### src/rtl/adc_scan_pkg.sv
package adc_scan_pkg;

   // Slot number handled by a lane at list position pos in parallel mode.
   // Groups of grp slots are dealt out alternately to lane 0 and lane 1.
   function automatic int unsigned par_slot(input int unsigned pos,
                                            input int unsigned lane,
                                            input int unsigned grp);
      return (pos / grp) * 2 * grp + lane * grp + (pos % grp);
   endfunction

endpackage

### src/rtl/adc_scan_trig.sv
module adc_scan_trig (
   input  logic start,
   input  logic sync,
   input  logic sync_en,
   input  logic stop,
   input  logic busy,
   output logic fire
);

   // Start and sync merge into one launch; stop and an active scan block both.
   assign fire = (start | (sync & sync_en)) & ~stop & ~busy;

endmodule

### src/rtl/adc_scan_lane.sv
module adc_scan_lane #(
   parameter  int unsigned NUM_SLOTS = 16,
   parameter  int unsigned GROUP     = 4,
   parameter  int unsigned LANE      = 0,
   localparam int unsigned IDX_W     = $clog2(NUM_SLOTS)
) (
   input  logic                 clk,
   input  logic                 rst_n,
   input  logic                 par,
   input  logic                 launch,
   input  logic                 kill,
   input  logic                 solo,
   input  logic                 joint_end,
   input  logic [NUM_SLOTS-1:0] en_mask,
   input  logic                 done,
   output logic                 req,
   output logic [IDX_W-1:0]     slot,
   output logic                 active,
   output logic                 finished,
   output logic                 hit_off,
   output logic                 last_done,
   output logic                 cmp
);

   localparam int unsigned HALF = NUM_SLOTS / 2;

   logic [IDX_W-1:0]     pos_q;
   logic [NUM_SLOTS-1:0] mask_q;
   logic                 act_q;
   logic                 fin_q;
   logic                 cmp_q;
   logic [IDX_W-1:0]     last_pos;
   logic [IDX_W-1:0]     slot_w;
   logic                 step;

   always_comb begin
      last_pos  = par ? IDX_W'(HALF - 1) : IDX_W'(NUM_SLOTS - 1);
      slot_w    = par ? IDX_W'(adc_scan_pkg::par_slot(int'(pos_q), LANE, GROUP))
                      : pos_q;
      req       = act_q & mask_q[slot_w];
      hit_off   = act_q & ~mask_q[slot_w];
      step      = req & done;
      last_done = step & (pos_q == last_pos);
   end

   always_ff @(posedge clk or negedge rst_n) begin
      if (!rst_n) begin
         pos_q  <= '0;
         mask_q <= '0;
         act_q  <= 1'b0;
         fin_q  <= 1'b0;
         cmp_q  <= 1'b0;
      end else begin
         cmp_q <= 1'b0;
         if (kill) begin
            act_q <= 1'b0;
            fin_q <= 1'b0;
            pos_q <= '0;
         end else if (launch) begin
            act_q  <= 1'b1;
            fin_q  <= 1'b0;
            pos_q  <= '0;
            mask_q <= en_mask;
         end else if (solo) begin
            fin_q <= 1'b0;
            if (hit_off | last_done) begin
               act_q <= 1'b0;
               pos_q <= '0;
               cmp_q <= 1'b1;
            end else if (step) begin
               pos_q <= pos_q + IDX_W'(1);
            end
         end else begin
            if (joint_end) begin
               act_q <= 1'b0;
               fin_q <= 1'b0;
               pos_q <= '0;
               cmp_q <= 1'b1;
            end else if (last_done) begin
               act_q <= 1'b0;
               fin_q <= 1'b1;
            end else if (step) begin
               pos_q <= pos_q + IDX_W'(1);
            end
         end
      end
   end

   assign slot     = slot_w;
   assign active   = act_q;
   assign finished = fin_q;
   assign cmp      = cmp_q;

endmodule

### src/rtl/adc_scan_seq.sv
module adc_scan_seq #(
   parameter  int unsigned NUM_SLOTS = 16,
   parameter  int unsigned GROUP     = 4,
   localparam int unsigned IDX_W     = $clog2(NUM_SLOTS)
) (
   input  logic                 clk,
   input  logic                 rst_n,
   input  logic                 mode_par,
   input  logic                 simult,
   input  logic                 sync_en,
   input  logic                 start_a,
   input  logic                 start_b,
   input  logic                 sync_a,
   input  logic                 sync_b,
   input  logic                 stop_a,
   input  logic                 stop_b,
   input  logic [NUM_SLOTS-1:0] slot_en,
   input  logic                 done_a,
   input  logic                 done_b,
   output logic                 req_a,
   output logic                 req_b,
   output logic [IDX_W-1:0]     slot_a,
   output logic [IDX_W-1:0]     slot_b,
   output logic                 cmp_a,
   output logic                 cmp_b
);

   localparam int unsigned LANES = 2;

   if (GROUP == 0 || (GROUP & (GROUP - 1)) != 0) begin : g_bad_group
      $error("GROUP must be a nonzero power of two");
   end
   if (NUM_SLOTS % (2 * GROUP) != 0) begin : g_bad_slots
      $error("NUM_SLOTS must be a multiple of 2*GROUP");
   end

   logic                 joint;
   logic                 indep_b;
   logic                 joint_end;
   logic [LANES-1:0]     start_v, sync_v, stop_v, busy_v, fire_v;
   logic [LANES-1:0]     launch_v, kill_v, done_v;
   logic [LANES-1:0]     req_v, act_v, fin_v, hit_v, last_v, cmp_v;
   logic [IDX_W-1:0]     slot_v [LANES];

   always_comb begin
      joint   = mode_par & simult;
      indep_b = mode_par & ~simult;

      start_v = {start_b, start_a};
      sync_v  = {sync_b, sync_a};
      done_v  = {done_b, done_a};
      stop_v  = {(indep_b ? stop_b : stop_a), stop_a};

      busy_v[0] = act_v[0] | fin_v[0] | (joint & (act_v[1] | fin_v[1]));
      busy_v[1] = act_v[1] | fin_v[1];

      launch_v[0] = fire_v[0];
      launch_v[1] = joint ? fire_v[0] : (indep_b & fire_v[1]);

      kill_v[0] = stop_v[0];
      kill_v[1] = ~mode_par | stop_v[1];

      joint_end = joint & (hit_v[0] | hit_v[1] |
                           ((fin_v[0] | last_v[0]) & (fin_v[1] | last_v[1])));
   end

   for (genvar g = 0; g < LANES; g++) begin : g_lane
      adc_scan_trig u_trig (
         .start   (start_v[g]),
         .sync    (sync_v[g]),
         .sync_en (sync_en),
         .stop    (stop_v[g]),
         .busy    (busy_v[g]),
         .fire    (fire_v[g])
      );

      adc_scan_lane #(
         .NUM_SLOTS (NUM_SLOTS),
         .GROUP     (GROUP),
         .LANE      (g)
      ) u_lane (
         .clk       (clk),
         .rst_n     (rst_n),
         .par       (mode_par),
         .launch    (launch_v[g]),
         .kill      (kill_v[g]),
         .solo      (~joint),
         .joint_end (joint_end),
         .en_mask   (slot_en),
         .done      (done_v[g]),
         .req       (req_v[g]),
         .slot      (slot_v[g]),
         .active    (act_v[g]),
         .finished  (fin_v[g]),
         .hit_off   (hit_v[g]),
         .last_done (last_v[g]),
         .cmp       (cmp_v[g])
      );
   end

   assign req_a  = req_v[0];
   assign req_b  = req_v[1];
   assign slot_a = slot_v[0];
   assign slot_b = slot_v[1];
   assign cmp_a  = cmp_v[0];
   assign cmp_b  = cmp_v[1];

endmodule

### config.mk
export PLATFORM = sky130hd
export DESIGN_NAME = adc_scan_seq
export DESIGN_NICKNAME = d
export VERILOG_FILES = /design/src/rtl/adc_scan_pkg.sv /design/src/rtl/adc_scan_trig.sv /design/src/rtl/adc_scan_lane.sv /design/src/rtl/adc_scan_seq.sv
export SDC_FILE = /design/constraint.sdc
export NUM_CORES = 1
export LEC_CHECK = 0
export BUFFER_PORTS_ARGS = -buffer_cell sky130_fd_sc_hd__buf_2
export CORE_ASPECT_RATIO = 0.8
export CORE_MARGIN = 1.5
export CORE_UTILIZATION = 23
export DETAILED_ROUTE_END_ITERATION = 7
export GPL_TIMING_DRIVEN = 0
export PLACE_DENSITY = 0.51
export RECOVER_POWER = 25
export SLEW_MARGIN = 0
export SYNTH_ARGS = -nofsm -noshare
export SYNTH_HDL_FRONTEND = slang
export SYNTH_SLANG_ARGS = --single-unit
export TNS_END_PERCENT = 30
### constraint.sdc
create_clock -name clk -period 2.5 [get_ports clk]
set_input_delay 0.5 -clock clk [delete_from_list [all_inputs] [get_ports clk]]
set_output_delay 0.5 -clock clk [all_outputs]
set_load 0.005 [all_outputs]
==> metrics.md, run 1 <==
| Metric | Value |
|---|---|
| Syn Inst Count | 219 |
| VDD IR max | 0.333 mV |
| Buffers added on ports | 39 |
| Vias in the first global route | 1870 |
| Number of CTS-inserted buffers | 5 |
| DIE HEIGHT | 97.0 um |
| Met2 wire length | 2.76 mm |
| # IOs | 41 |
| Outcome | complete, no violations |
| Worst EP required | 2.00 ns |
| FF/Latch Area | 1150 sq um |
| PwrDens | 640 nW/um^2 |
| ANT cells | 0 |
| Least-Margin Pin Slew | 1.16 ns |
| Final Critical Period | 2.49 ns |
| CP Max Fanout | 6 |
| Area of the multi-input gates | 1490 sq um |
| CTS Hold Buffers Added | 0 |
| Yosys cell types | 50 |
| Fraction of registers with async set/reset | 1.00 |
| Synth top area share | 0.453 |
| Post-synth top area cell | dfrtp_1 |
| Wire length per cell | 15.7 um |
| DIE AREA | 11700 sq um |
| Max-cap viol count | 0 |
| Root buf cell | clkbuf_16 |
| Syn_area_per_cell | 11.6 sq um |
| Ranking of synthesized cells by instance count | dfrtp_1, mux2_2, mux2i_1 |
| Period utilisation layout | 0.994 |
| Clk network pwr share | 0.344 |
| Crit end category | primary output |
| Clock skew | 0.00591 ns |
| Endpoints failing setup | 0 |
| Highest Signal Layer | met4 |
| Vias | 1967 |
| Internal Power | 0.00162 W |
| Hold crit path type | primary input to asynchronous set/reset pin |
| Placer Congestion | 0.827 |
| WL final | 6.68 mm |
| Number of routed nets with antenna violations | 0 |
| Post-synthesis xor/xnor area fraction | 0.0103 |
| Startpoint types | register |
| Post-synth EDFFs | 0 |
| Clock latency at the later pin of the worst-skew pair | 0.29 ns |
| Crit path kind | register to primary output |
| Wl on met1 | 3.42 mm |
| Largest family of logic cells by synthesized area | multiplexers |
| Fin nets | 312 |
| Dominant synthesized flop cell | dfrtp_1 |
| Final hold viol count | 0 |
| Seq/Total Area, Yosys | 0.453 |
| Simple-gate share of the synthesized area | 0.143 |
| Clock Sinks | 46 |
| Largest net degree at the start of global routing | 47 |
| Cell area after synthesis | 2540 sq um |
| FILL cells | 1141 |
| Initial core utilization | 0.235 |
| Final setup margin | 0.0138 ns |
| Max Buffers Root-to-Sink | 2 |
| Sw Share | 0.269 |
| Worst Path Arrival | 1.99 ns |
| Vias/cell | 4.62 |
| Post-synthesis mux area share | 0.223 |
| Warnings, synthesis | 0 |
| Cell Rows | 34 |
| Gr ovfl total | 0 |
| Seq cells post-synth | 46 |
| Logic pwr share | 0.214 |
| CP startpoint | g_lane[0].u_lane.pos_q[0]$_DFFE_PN0P_ |
| Unrepaired setup endpoints after global routing | true |
| Area Growth Syn to Fin | 36.1% |
| Fraction of layout cells with a size suffix above 1 | 0.543 |
| Residual DRC | 0 |
| Post-layout util | 0.320 |
| Antenna violations before repair | 0 |
| Total track usage | 0.112 |
| Max_slew headroom | 0.227 |
| Achievable clock frequency | 0.402 GHz |
| Area contributors post-synth | dfrtp_1, mux2_2, mux2i_1 |
| DRT iter0 DRCs | 99 |
| Psw | 0.000595 W |
| Reg power frac | 0.441 |
| Slew Viols, Final | 0 |
| CTS HTree Levels | 2 |
| Post-DP HPWL | 4.73 mm |
| Synth Area in Compound Gates | 0.120 |
| Most common cell in the synthesized netlist | dfrtp_1 |
| Pre-CTS WS | -0.356 ns |
| Core Box Area | 10800 sq um |
| Drt first pass iters | 4 |
| Clock edge transition at the registers on the reported setup and hold paths | 0.07 ns |
| CTS tree | built |
| First-pass GRT wire length | 10.3 mm |
| Die X-Extent | 121 um |
| DR WL met3 | 387 um |
| Crit Reg-Reg Startpoint | g_lane[1].u_lane.active$_DFFE_PN0P_ |
| Leak pwr | 1.47 nW |
| Post-Synth Adder-Cell Area | 0.00984 |
| Mapped Nets | 250 |
worst max-delay path, cell delays in order, from the launching register on:
cell      delay (ns)
dfrtp_1         0.42
buf_8           0.16
buf_4           0.13
buf_4           0.12
mux2i_2         0.18
nand3b_1        0.10
nand4b_1        0.19
o21ai_2         0.11
and2_4          0.18
buf_6           0.11
state kept, by name (all words and copies together) (netlist names):
name,flops
g_lane.u_lane.mask_q,32
g_lane.u_lane.pos_q,8
g_lane.u_lane.active,2
g_lane.u_lane.cmp,2
g_lane.u_lane.finished,2
metal layers:
layer  vias to the layer above  global-route usage
met5                         -                   0
li1                        941                   -
met3                        11              0.0301
met4                         0              0.0344
met1                       957               0.172
met2                        58               0.152
kinds of logic (layout without fill, tap and decap cells):
family	after synthesis	after routing
AOI/OAI and AO/OA	43	43
and+or+nand+nor	57	57
xor gates and xnor gates	3	3
DFF	46	46
muxes	51	51
adders and majority gates	2	2
buffers and inverters	17	80
worst paths after layout:
kind | endpoint | slack (ns) | depth (start not counted)
max | req_a | 0.01 | 9
min reg2reg | g_lane[1].u_lane.mask_q[10]$_DFFE_PN0P_ | 0.50 | 1
max reg2reg | g_lane[1].u_lane.mask_q[14]$_DFFE_PN0P_ | 0.07 | 8
min | g_lane[1].u_lane.pos_q[1]$_DFFE_PN0P_ | 0.43 | 1
min in group clk | g_lane[1].u_lane.mask_q[12]$_DFFE_PN0P_ | 0.45 | 2
max in group asynchronous | g_lane[0].u_lane.pos_q[2]$_DFFE_PN0P_ | 1.30 | 1
final cells by class:
cell class / instances / area share
Buffer: 13 / 0.0325
Clock buffer: 6 / 0.0372
Clock inverter: 2 / 0.0108
Inverter: 2 / 0.00217
Multi-Input combinational cell: 156 / 0.430
Sequential cell: 46 / 0.334
Tap cell: 144 / 0.0521
Timing Repair Buffer: 57 / 0.101
timing repair:
item | 4_1_cts | 5_1_grt
endpoints found under the setup margin | 34 | 20
pin swaps | 2 | 11
gates resized for setup | 23 | 37
buffers inserted | 1 | 17
cells in the final DEF, fill, tap and decap left out, types with 3 or more instances in the layout:
cell type  count
a22oi_2        3
and2_1         3
a21oi_1       11
clkbuf_16      5
dfrtp_2        3
nand3_1        7
buf_6          9
mux2i_1        8
nand3b_1       3
dfrtp_1       43
mux2i_2        4
buf_4         18
o21ai_0        6
buf_2         38
and3_1         3
nor3_1         3
mux2_2        34
or2_2          3
nor2_1         4
nand2_1        6
mux2i_4        3
per-stage QoR:
stage          TNS (ns)  cells  total power, W  hold slack [ns]  cell area, sq um
2_1_floorplan         0    219         0.00123            0.204              2540
3_3_place_gp      -8.71    402         0.00136            0.485              2920
3_5_place_dp      -8.45    402         0.00137            0.492              2920
4_1_cts          -0.119    410         0.00217            0.451              3180
5_1_grt         -0.0913    426         0.00233            0.451              3460
6_report              0    426         0.00222            0.433              3460
power groups by stage:
stage | sequential [W] | clock (W) | combinational (W)
floorplan | 0.000949 | 0 | 0.000280
global placement | 0.000969 | 0 | 0.000387
detailed placement | 0.000975 | 0 | 0.000393
CTS | 0.000962 | 0.000787 | 0.000419
global route | 0.000998 | 0.000816 | 0.000513
finish | 0.000978 | 0.000763 | 0.000475
Power figures use the tool's default switching activity.
==> run 2, diff against run 1 <==
CORE_UTILIZATION = 51   (was 23)
PLACE_DENSITY = 0.86   (was 0.51)
==> run 2 against run 1 <==
  * Worst setup slack better by 0.028 ns
  * Clock-buffer cell count did not move
  * Die area down 54%
==> metrics.md, run 2 (synthesized netlist as in run 1, its figures left out) <==
| Metric | Value |
|---|---|
| Largest Register | g_lane.u_lane.mask_q |
| Root buf cell | clkbuf_8 |
| Clock latency at the later pin of the worst-skew pair | 0.30 ns |
| Max-cap viol count | 0 |
| Fin nets | 309 |
| DIE AREA | 5420 sq um |
| Placed inst area | 2810 sq um |
| Clock Sinks | 46 |
| Slew Viols, Final | 0 |
| Total track usage | 0.239 |
| Slowest cell on the critical path | dfrtp_1 |
| Vias/cell | 5.80 |
| Endpoints failing setup | 0 |
| Outcome | complete, no violations |
| Vias in the first global route | 1843 |
| Crit end category | primary output |
| Most frequent cells in the layout | dfrtp_1, buf_2, mux2_2, buf_4, a21oi_1 |
| Commonest non-fill, non-tap cell in the layout | dfrtp_1 |
| Residual DRC | 0 |
| Clock edge transition at the registers on the reported setup and hold paths | 0.09 ns |
| Max Buffers Root-to-Sink | 2 |
| Fraction of layout cells with a size suffix above 1 | 0.538 |
| CTS Hold Buffers Added | 0 |
| DIE HEIGHT | 66.2 um |
| Antenna violations before repair | 0 |
| CTS HTree Levels | 2 |
| Leak pwr | 1.42 nW |
| Worst EP required | 2.00 ns |
| Cell Rows | 22 |
| Period utilisation layout | 0.983 |
| Biggest regs | g_lane.u_lane.mask_q x32, g_lane.u_lane.pos_q x8 |
| Buffers added on ports | 39 |
| Post-DP HPWL | 3.87 mm |
| DRT iter0 DRCs | 114 |
| Worst path cell trace | buf_6, mux2i_2, nand3b_1, o311ai_4, o21ai_2, and2_4, buf_2 |
| Crit path max-delay family | flip-flops |
| Max FFs per register | 32 |
| CP Max Fanout | 10 |
| Die X-Extent | 81.9 um |
| Largest net degree at the start of global routing | 47 |
| Gr ovfl total | 0 |
| CTS tree | built |
| Crit Reg-Reg Startpoint | g_lane[0].u_lane.pos_q[2]$_DFFE_PN0P_ |
| Reg2Reg Setup Slack | 0.05 ns |
| PwrDens | 588 nW/um^2 |
| Least-Margin Pin Slew | 1.14 ns |
| Worst Path Arrival | 1.96 ns |
| Final hold viol count | 0 |
| Clock skew | 0.00708 ns |
| # IOs | 41 |
| Area Growth Syn to Fin | 26.1% |
| VDD IR max | 0.528 mV |
| Crit path kind | register to primary output |
| Number of routed nets with antenna violations | 0 |
| Number of CTS-inserted buffers | 5 |
| First-pass GRT wire length | 9.49 mm |
| Core Box Area | 4680 sq um |
| CP startpoint | g_lane[0].u_lane.pos_q[0]$_DFFE_PN0P_ |
| Worst reg2reg endpoint | g_lane[1].u_lane.pos_q[3]$_DFFE_PN0P_ |
| CP peak stage delay | 0.40 ns |
| Reg2Reg Depth | 8 |
| Final Hold Slack | 0.409 ns |
| Sum Neg Setup Slack | 0 ns |
| Unrepaired setup endpoints after global routing | true |
| Placer Congestion | 0.921 |
| Wire length per cell | 17.8 um |
| Vias | 1965 |
| Hold crit path type | primary input to asynchronous set/reset pin |
| Buf+Inv Stages, Crit Path | 2 |
| Startpoint types | register |
| Initial core utilization | 0.543 |
| Tot Pwr | 0.00188 W |
| Max_slew headroom | 0.240 |
| ANT cells | 0 |
| Drt first pass iters | 4 |
| Non-Filler Instances | 339 |
| Final Critical Period | 2.46 ns |
| Achievable clock frequency | 0.407 GHz |
| Placed Cells incl. Taps | 318 |
| Design area | 3210 sq um |
| FILL cells | 375 |
| WL final | 6.04 mm |
[run 2: cell types whose count changed in the layout (fill, tap and decap cells not counted), sizes merged]
cell	delta
clkbuf	-2
clkinv	+2
buf	-1
bufinv	-1
clkinvlp	-1
[run 2: area by class of cell]
type	count	area (sq um)	area share
multi-input cells	156	1470	0.457
flip-flops and latches	46	1150	0.360
repair buffers	54	312	0.0972
plain buffers	13	105	0.0328
well taps	60	75.1	0.0234
clock buffers	6	72.6	0.0226
clock inverters	2	13.8	0.00429
inverters	2	7.51	0.00234
[run 2: worst max path at each step]
stage | cells after the start | to | slack, ns
6_report | 7 | req_a | 0.04
5_1_grt | 8 | req_a | -0.05
4_1_cts | 7 | req_a | -0.06
3_5_place_dp | 9 | g_lane[1].u_lane.mask_q[10]$_DFFE_PN0P_ | -0.30
3_3_place_gp | 7 | g_lane[1].u_lane.pos_q[2]$_DFFE_PN0P_ | -0.32
2_1_floorplan | 9 | g_lane[1].u_lane.pos_q[3]$_DFFE_PN0P_ | 0.02
[run 2: power breakdown]
part           internal (W)  total, W  switching, W  leakage, nW
logic              0.000251  0.000460      0.000209        0.813
clock network      0.000198  0.000453      0.000255       0.0452
registers          0.000884  0.000972     0.0000875        0.566
[run 2: worst register-to-register path: stages, from the launching register on]
cell and delay, ns:
dfrtp_2 0.43, nand2b_4 0.11, mux4_2 0.54, nor2b_4 0.16, buf_6 0.14, o211ai_4 0.11
nor4b_4 0.19, or4_4 0.55, a21oi_2 0.16
[run 2: per-stage QoR]
stage / setup WS, ns / utilization
finish: 0.0416 / 0.685
global route: -0.0484 / 0.685
CTS: -0.0553 / 0.647
detailed placement: -0.301 / 0.601
global placement: -0.322 / 0.601
floorplan: 0.0161 / -
[run 2: what timing repair did]
item                                   4_1_cts  5_1_grt
gates resized for setup                     24       30
endpoints found under the hold margin        0        0
pin swaps                                    3        9
setup endpoints to repair                   34       32
gates cloned                                 0        0
setup buffers                                3       12
[run 2: layer usage]
| metal | track usage | share of wire | vias up |
|---|---|---|---|
| met5 | 0 | 0 | - |
| met3 | 0.0469 | 0.057 | 8 |
| met2 | 0.355 | 0.46 | 64 |
| li1 | - | - | 933 |
| met1 | 0.345 | 0.47 | 960 |
| met4 | 0.0869 | 0.012 | 0 |
